--- config.mk ---
export PLATFORM = sky130hd
export DESIGN_NAME = mm_logic_elem
export DESIGN_NICKNAME = d
export VERILOG_FILES = /design/src/rtl/mm_logic_elem.sv
export SDC_FILE = /design/constraint.sdc
export NUM_CORES = 1
export LEC_CHECK = 0
export BUFFER_PORTS_ARGS = -buffer_cell sky130_fd_sc_hd__buf_2
export CAP_MARGIN = 20
export CORE_MARGIN = 3
export CORE_UTILIZATION = 46
export DETAILED_ROUTE_END_ITERATION = 10
export PLACE_DENSITY = 0.79
export SYNTH_ARGS = -nofsm -noshare
export SYNTH_HDL_FRONTEND = slang
export SYNTH_SLANG_ARGS = --single-unit
--- constraint.sdc ---
create_clock -name clk -period 3.1 [get_ports clk]
set_input_delay 0.155 -clock clk [delete_from_list [all_inputs] [get_ports clk]]
set_output_delay 0.155 -clock clk [all_outputs]
set_load 0.02 [all_outputs]
--- src/rtl/mm_logic_elem.sv ---
module mm_logic_elem #(
  parameter int LUT_IN = 4,
  localparam int LUT_BITS = 1 << LUT_IN
) (
  input  logic                clk,
  input  logic                rst,
  input  logic                cfg_we,
  input  logic                cfg_sel,
  input  logic [LUT_BITS-1:0] cfg_wdata,
  input  logic [LUT_IN-1:0]   in_i,
  input  logic                shift_in,
  input  logic                test_en,
  input  logic                scan_in,
  output logic                out_hi,
  output logic                out_lo,
  output logic                scan_out
);
  localparam logic [1:0] M_DUAL  = 2'b01;
  localparam logic [1:0] M_SHIFT = 2'b10;

  logic [LUT_BITS-1:0] lut_q;
  logic [1:0]          mode_q;
  logic                byp_hi_q, byp_lo_q;
  logic                ff_hi, ff_lo;
  logic                d_hi, d_lo;
  logic [LUT_IN-2:0]   idx_lo;

  assign idx_lo = in_i[LUT_IN-2:0];

  always_comb begin
    case (mode_q)
      M_DUAL: begin
        d_hi = lut_q[{1'b1, idx_lo}];
        d_lo = lut_q[{1'b0, idx_lo}];
      end
      M_SHIFT: begin
        d_hi = shift_in;
        d_lo = ff_hi;
      end
      default: begin
        d_hi = lut_q[in_i];
        d_lo = ff_lo;
      end
    endcase
  end

  always_ff @(posedge clk) begin
    if (rst) begin
      lut_q    <= '0;
      mode_q   <= 2'b00;
      byp_hi_q <= 1'b0;
      byp_lo_q <= 1'b0;
      ff_hi    <= 1'b0;
      ff_lo    <= 1'b0;
    end else begin
      if (cfg_we && !cfg_sel) lut_q <= cfg_wdata;
      if (cfg_we && cfg_sel) begin
        mode_q   <= cfg_wdata[1:0];
        byp_hi_q <= cfg_wdata[2];
        byp_lo_q <= cfg_wdata[3];
      end
      if (test_en) begin
        ff_hi <= scan_in;
        ff_lo <= ff_hi;
      end else begin
        ff_hi <= d_hi;
        ff_lo <= d_lo;
      end
    end
  end

  assign out_hi   = byp_hi_q ? d_hi : ff_hi;
  assign out_lo   = byp_lo_q ? d_lo : ff_lo;
  assign scan_out = ff_lo;


  a_r6_reset_clears: assert property (@(posedge clk)
    rst |=> (!ff_hi && !ff_lo && lut_q == '0 && mode_q == 2'b00));


  a_r5_scan_chain: assert property (@(posedge clk) disable iff (rst)
    test_en |=> (ff_hi == $past(scan_in) && scan_out == $past(ff_hi)));


  a_r4_shift_pair: assert property (@(posedge clk) disable iff (rst)
    (!test_en && mode_q == M_SHIFT) |=> (ff_hi == $past(shift_in) && ff_lo == $past(ff_hi)));


  a_r2_lower_holds: assert property (@(posedge clk) disable iff (rst)
    (!test_en && (mode_q == 2'b00 || mode_q == 2'b11)) |=> $stable(ff_lo));


  a_r7_registered_out: assert property (@(posedge clk) disable iff (rst)
    (!byp_hi_q && !test_en && !cfg_we) |=> (out_hi == $past(d_hi)));
endmodule

==> results of run 1 <==
==> worst max-delay path: cells and delay by family, from the launching register on <==
| family | cells | cell delay, ns |
|---|---|---|
| adder cells (fa/ha/maj) | 1 | 0.34 |
| buffers and inverters | 3 | 0.31 |
| flip-flops | 1 | 0.37 |
| multiplexers | 1 | 0.21 |
| AO/OA/AOI/OAI | 2 | 0.35 |
==> synthesized netlist by cell type <==
cell and instances:
nand2b_1 1, nor2_1 2, ha_1 2, clkbuf_1 4, nand3_1 6, dfxtp_1 22
a211oi_1 1, a311oi_1 1, nor2b_1 3, o2bb2ai_1 1, nand4_1 1, mux2_2 1
a41oi_1 1, a21oi_1 24, a22oi_1 1, a31oi_1 1, nand2_1 44, inv_1 4
buf_6 1, a22oi_2 1, mux2i_1 8, buf_2 2, a211o_1 1
==> state kept, by name, summed over array words and instances, names as in the netlist <==
name / flops
lut_q: 16
mode_q: 2
byp_lo_q: 1
scan_out: 1
ff_hi: 1
byp_hi_q: 1
==> per-layer routing <==
layer | wire [um] | track usage, % | part of all wire, % | vias up
met5 | 0 | 0 | 0 | -
met4 | 27 | 5.532 | 1.2 | 0
met3 | 128 | 6.479 | 5.9 | 5
met2 | 1057 | 29.39 | 49 | 19
met1 | 956 | 20.99 | 44 | 430
li1 | - | - | - | 502
==> area by class of cell <==
| cell class | instances | area, um2 |
|---|---|---|
| fillers | 192 | 815.8 |
| multi-input cells | 100 | 539.3 |
| flip-flops and latches | 22 | 440.4 |
| repair buffers | 29 | 145.1 |
| well taps | 27 | 33.78 |
| clock inverters | 1 | 30.03 |
| clock buffers | 3 | 22.52 |
| inverters | 4 | 15.01 |
==> kinds of logic (layout without fill, tap and decap cells) <==
family,after synthesis,count (layout),synth area share [%]
adders and majority gates,2,2,2.427
and+or+nand+nor,57,57,22.70
DFF,22,22,42.72
buffers and inverters,11,37,4.975
AOI/OAI and AO/OA,32,32,18.33
muxes,9,9,8.859
==> path summary, 6_finish.rpt <==
path                                 end  slack, ns  depth (start not counted)
worst max-delay path              out_hi       1.05                          7
worst min-delay path            lut_q[7]       0.07                          3
worst max register to register  scan_out       1.63                          7
worst min register to register  lut_q[3]       0.46                          2
==> where the power goes <==
group / total, W / leakage (nW) / switching [W] / internal, W
Clock: 0.000216 / 0.0279 / 0.0000851 / 0.000131
Sequential: 0.000305 / 0.180 / 0.00000824 / 0.000297
Combinational: 0.0000880 / 0.311 / 0.0000498 / 0.0000382
Total: 0.000609 / 0.519 / 0.000143 / 0.000466
==> per-stage QoR <==
stage / instances / total power [W] / setup slack (ns)
2_1_floorplan: 133 / 0.0003672 / 1.608
3_3_place_gp: 182 / 0.0003966 / 1.457
3_5_place_dp: 182 / 0.0003994 / 1.407
4_1_cts: 186 / 0.0006148 / 1.042
5_1_grt: 186 / 0.0006419 / 0.8866
6_report: 186 / 0.0006088 / 1.051
==> results.md, run 1 <==
* Worst-path clk slew at 0.12 ns
* Commonest non-fill, non-tap cells in the layout: nand2_1 (44), buf_2 (29), a21oi_1 (24)
* # H-tree levels at 1
* # diodes at 0
* Most common cell after layout, fill and taps aside: nand2_1
* Slew Limit Fails at 0
* Setup repair after global routing missed its margin: no
* GRT Residual Overflow at 0
* Vias in the first global route at 909
* Area Growth Syn to Fin at 18.93%
* Drt wl/cell at 11.67 um
* Die X at 53.34 um
* Num CTS Buffers at 3
* Placed Area at 1174 um2
* Power Density at 496.5 nW/um2
* Fin Setup TNS at 0 ns
* Iter 0 DRT Violations at 20
* Pre-Repair DR Iteration Count at 4
* Worst setup path start: mode_q[0]
* Syn. warnings at 0
* Clock Sinks at 22
* Site Rows at 16
* Startpoint Class: flip-flop
* DIE HEIGHT at 53.34 um
* Clock Path Buffers at 2
* Layout cells sized above 1 at 22.01%
* DPL Wire Length at 1640 um
* Skew final at 0.006096 ns
* Worst Hold Margin at 0.06991 ns
* Slew margin rel. at 32.61%
* CP most frequent cell: inv_1
* Max FO, Critical Path at 4
* CTS Hold Bufs at 0
* Slowest-stage cell, CP: dfxtp_1
* Routed WL at 2170 um
* Setup Fix Bufs, Post-CTS at 0
* First-pass GRT wire length at 3663 um
* TritonCTS clock tree: yes
* Core ar. at 2042 um2
* Min-Delay Path Class: input port to flip-flop
* Gate Count Post-Synth at 133
* Synthesized cell area at 1031 um2
* Slowest Stage Delay on Critical Path at 0.37 ns
* DRC viols at 0
* Crit end category: primary output
* Synth area leader: dfxtp_1
* Cell Chain, Critical Path: inv_1 -> ha_1 -> inv_1 -> a311oi_1 -> a211oi_1 -> mux2_2 -> buf_2
* Hold Startpoint: cfg_wdata[7]
* Routed vias at 956
* GRT Total Usage at 17.74%
* Data required, critical path at 2.94 ns
* RR Startpoint: mode_q[0]
* Maxcap violations at 0
* Layout Utilization at 60.05%
* CP arrival at 1.89 ns
* Vias per cell at 5.140
* Worst skew pair latency at 0.31 ns
* Clk root buf: clkbuf_4
* Final setup viols at 0
* Fin. Hold Viols at 0
* Final Critical Period at 2.049 ns
* Routed Antenna Nets at 0
* VDD IR max at 0.0003394 V
* Die Area at 2845 um2
* FMAX at 0.4881 GHz
* Initial Util at 50.49%
* Fin crit share at 66.09%
* Post-Syn Area per Cell at 7.752 um2
* GP Congestion at 0.8941
* Largest net degree at the start of global routing at 24
* Design Area, Final at 1226 um2
* Post-Syn Nets at 162
* Cts repair resizes at 0
* Worst Max-Slew Pin Slew at 1.009 ns
* Port Buf Inserts at 29
* Area fraction of the dominant cell type after synthesis at 42.72%
* Layout net count at 189
* Setup CP Type: flip-flop to primary output
* Initial antenna violation count at 0
* Flip-flop and latch count after synthesis at 22
* Count of different cell masters after synthesis at 23
* Post-synthesis sequential area ratio at 42.72%
* Outcome: complete, no violations
* Leak at 0.5192 nW
* Synth area leaders: dfxtp_1 (43%), nand2_1 (16%), a21oi_1 (12%)
* I/O Pins at 30
Power figures use the tool's default switching activity.
==> run 2: changes to the inputs <==
--- a/config.mk
+++ b/config.mk
@@ -5,6 +5,7 @@
 export SDC_FILE = /design/constraint.sdc
 export NUM_CORES = 1
 export LEC_CHECK = 0
+export ABC_AREA = 1
 export BUFFER_PORTS_ARGS = -buffer_cell sky130_fd_sc_hd__buf_2
 export CAP_MARGIN = 20
 export CORE_MARGIN = 3
==> constraint.sdc (replaced) <==
create_clock -name clk -period 2 [get_ports clk]
set_input_delay 0.1 -clock clk [delete_from_list [all_inputs] [get_ports clk]]
set_output_delay 0.1 -clock clk [all_outputs]
set_load 0.02 [all_outputs]
==> results.md, run 2 <==
* Most frequent cell after synthesis: nand2_1
* GRT Residual Overflow at 0
* # diodes at 0
* Routed vias at 1046
* CP arrival at 1.60 ns
* Num CTS Buffers at 3
* Outcome: complete, no violations
* Synth area leader: dfxtp_1
* Met2 usage at 28.54%
* Min-Delay Path Class: input port to flip-flop
* Post-Syn Area per Cell at 6.986 um2
* Final Critical Period at 1.701 ns
* Area Growth Syn to Fin at 16.53%
* Power Density at 678.4 nW/um2
* Placed Area at 1237 um2
* First-pass GRT wire length at 3905 um
* TritonCTS clock tree: yes
* Skew final at 0.008198 ns
* Initial antenna violation count at 0
* Maxcap violations at 0
* Pre-Repair DR Iteration Count at 4
* Worst Max-Slew Pin Slew at 0.7078 ns
* Crit path max-delay family: flip-flops
* Setup Fix Bufs, Post-CTS at 0
* Setup repair after global routing missed its margin: no
* Max FO, Critical Path at 3
* Count of different cell masters after synthesis at 16
* Flip-flop and latch count after synthesis at 22
* GP Congestion at 0.8471
* Slowest Stage Delay on Critical Path at 0.36 ns
* Core ar. at 2102 um2
* Met3 Usage GRT at 3.815%
* Site Rows at 16
* Fin. Hold Viols at 0
* Sequential cell area at 440.4 um2
* FMAX at 0.5878 GHz
* Layout cells sized above 1 at 23.50%
* Startpoint Class: flip-flop
* Slew margin rel. at 52.76%
* Iter 0 DRT Violations at 9
* Number of flops mapped to enable cells by yosys at 0
* Data required, critical path at 1.90 ns
* Ys async rst share at 0%
* Clock Sinks at 22
* Largest register by flop count: lut_q
* Leak at 0.6279 nW
* Filler cell count at 228
* Slew Limit Fails at 0
* GRT Max-Usage Layer: met2
* Cts repair resizes at 0
* Design Area, Final at 1270 um2
* DRC viols at 0
* Layout Utilization at 60.42%
* Clk root buf: clkbuf_4
* Post-placement cell count at 206
* Setup CP Type: flip-flop to primary output
* Commonest non-fill, non-tap cells in the layout: nand2_1 (29), buf_2 (29), inv_1 (27)
* Drt wl/cell at 11.29 um
* Port Buf Inserts at 29
* Die X at 54.68 um
* Crit end category: primary output
* Cell Chain, Critical Path: inv_1 -> ha_1 -> a21oi_1 -> nand2_1 -> o21ai_2 -> a21oi_2 -> buf_2
* Met1 global-route usage at 22.20%
* DIE HEIGHT at 54.68 um
* Fin crit share at 85.07%
* Syn. warnings at 0
* Synthesized cell area at 1090 um2
* DPL Wire Length at 1832 um
* Final setup viols at 0
* Die Area at 2989 um2
* Worst skew pair latency at 0.31 ns
* Fin Setup TNS at 0 ns
* Vias per cell at 4.981
* Clock Path Buffers at 2
* Worst-path clk slew at 0.12 ns
* Vias in the first global route at 973
* Multi-input gate area at 508.0 um2
* Routed WL at 2371 um
* Gate Count Post-Synth at 156
* Ys flop type: dfxtp_1
* Synth area leaders: dfxtp_1 (40%), nand2_1 (10%), inv_1 (9.3%)
* Largest regs: lut_q x16, mode_q x2
* I/O Pins at 30
* Routed Antenna Nets at 0
* Layout net count at 214
* # H-tree levels at 1
* VDD IR max at 0.0004058 V
* Largest net degree at the start of global routing at 32
* GRT Total Usage at 18.23%
* Slowest-stage cell, CP: dfxtp_1
* Post-Syn Nets at 185
* Initial Util at 51.85%
* Worst Path Buf+Inv at 2
* Post-synthesis sequential area ratio at 40.41%
* Commonest cells post-synth: nand2_1 (29), inv_1 (27), dfxtp_1 (22)
* Area fraction of the dominant cell type after synthesis at 40.41%
* Final cell count without fillers at 210
* Max FFs per register at 16
[run 2: cell types whose count changed in the layout (fill, tap and decap cells not counted), sizes merged, moves of 2 or more]
cell / previous run / this run
inv: 4 / 28
mux2i: 8 / 0
nor2: 2 / 8
o21ai: 0 / 21
nor2b: 3 / 0
nand3: 6 / 16
a21oi: 24 / 22
a22oi: 2 / 0
nand2: 44 / 31
[run 2: power breakdown]
group / internal, W / total (W) / switching [W]
clock network: 0.0000704 / 0.000199 / 0.000128
logic: 0.0000716 / 0.000182 / 0.000111
registers: 0.000468 / 0.000481 / 0.0000125
total: 0.000610 / 0.000862 / 0.000251
[run 2: area by class of cell]
class	instances	share of cell area, %
Tap cell	27	2.660
Clock buffer	3	1.773
Inverter	28	8.670
Multi-Input combinational cell	100	40.00
Timing Repair Buffer	30	12.22
Sequential cell	22	34.68
[run 2: kinds of logic (layout without fill, tap and decap cells)]
group | count (synthesis) | in the layout | synth area share (%)
and+or+nand+nor | 55 | 55 | 23.54
adders and majority gates | 2 | 2 | 2.296
AOI/OAI and AO/OA | 43 | 43 | 20.78
DFF | 22 | 22 | 40.41
buffers and inverters | 34 | 61 | 12.97
[run 2: final timing paths]
path                                     from         to  slack (ns)  cells past startpoint
worst max-delay path                mode_q[0]     out_lo        0.30                      7
worst min-delay path            cfg_wdata[12]  lut_q[12]        0.02                      3
worst max register to register      mode_q[0]   scan_out        0.76                      6
worst min register to register      lut_q[11]  lut_q[11]        0.46                      2
[run 2: worst min-delay path, delay by kind of cell]
kind | cells | cell delay (ns)
simple gates | 2 | 0.11
buf+inv | 1 | 0.07
[run 2: per-layer routing]
layer  share of wire, %  wire length (um)
met5                  0                 0
met4                3.1                73
met3                4.9               115
met2                 47              1110
met1                 45              1071
[run 2: what timing repair did]
item	in CTS	in global routing
endpoints found under the hold margin	1	0
hold buffers	1	0
endpoints found under the setup margin	0	0
[run 2: through the flow]
step	hold slack (ns)	setup slack (ns)	total power (W)
floorplan	0.1691	0.7984	0.0006135
global placement	0.2880	0.7315	0.0006611
detailed placement	0.2954	0.6768	0.0006704
CTS	0.003363	0.3056	0.0008688
global route	0.02215	0.1889	0.0009108
finish	0.01724	0.2987	0.0008615
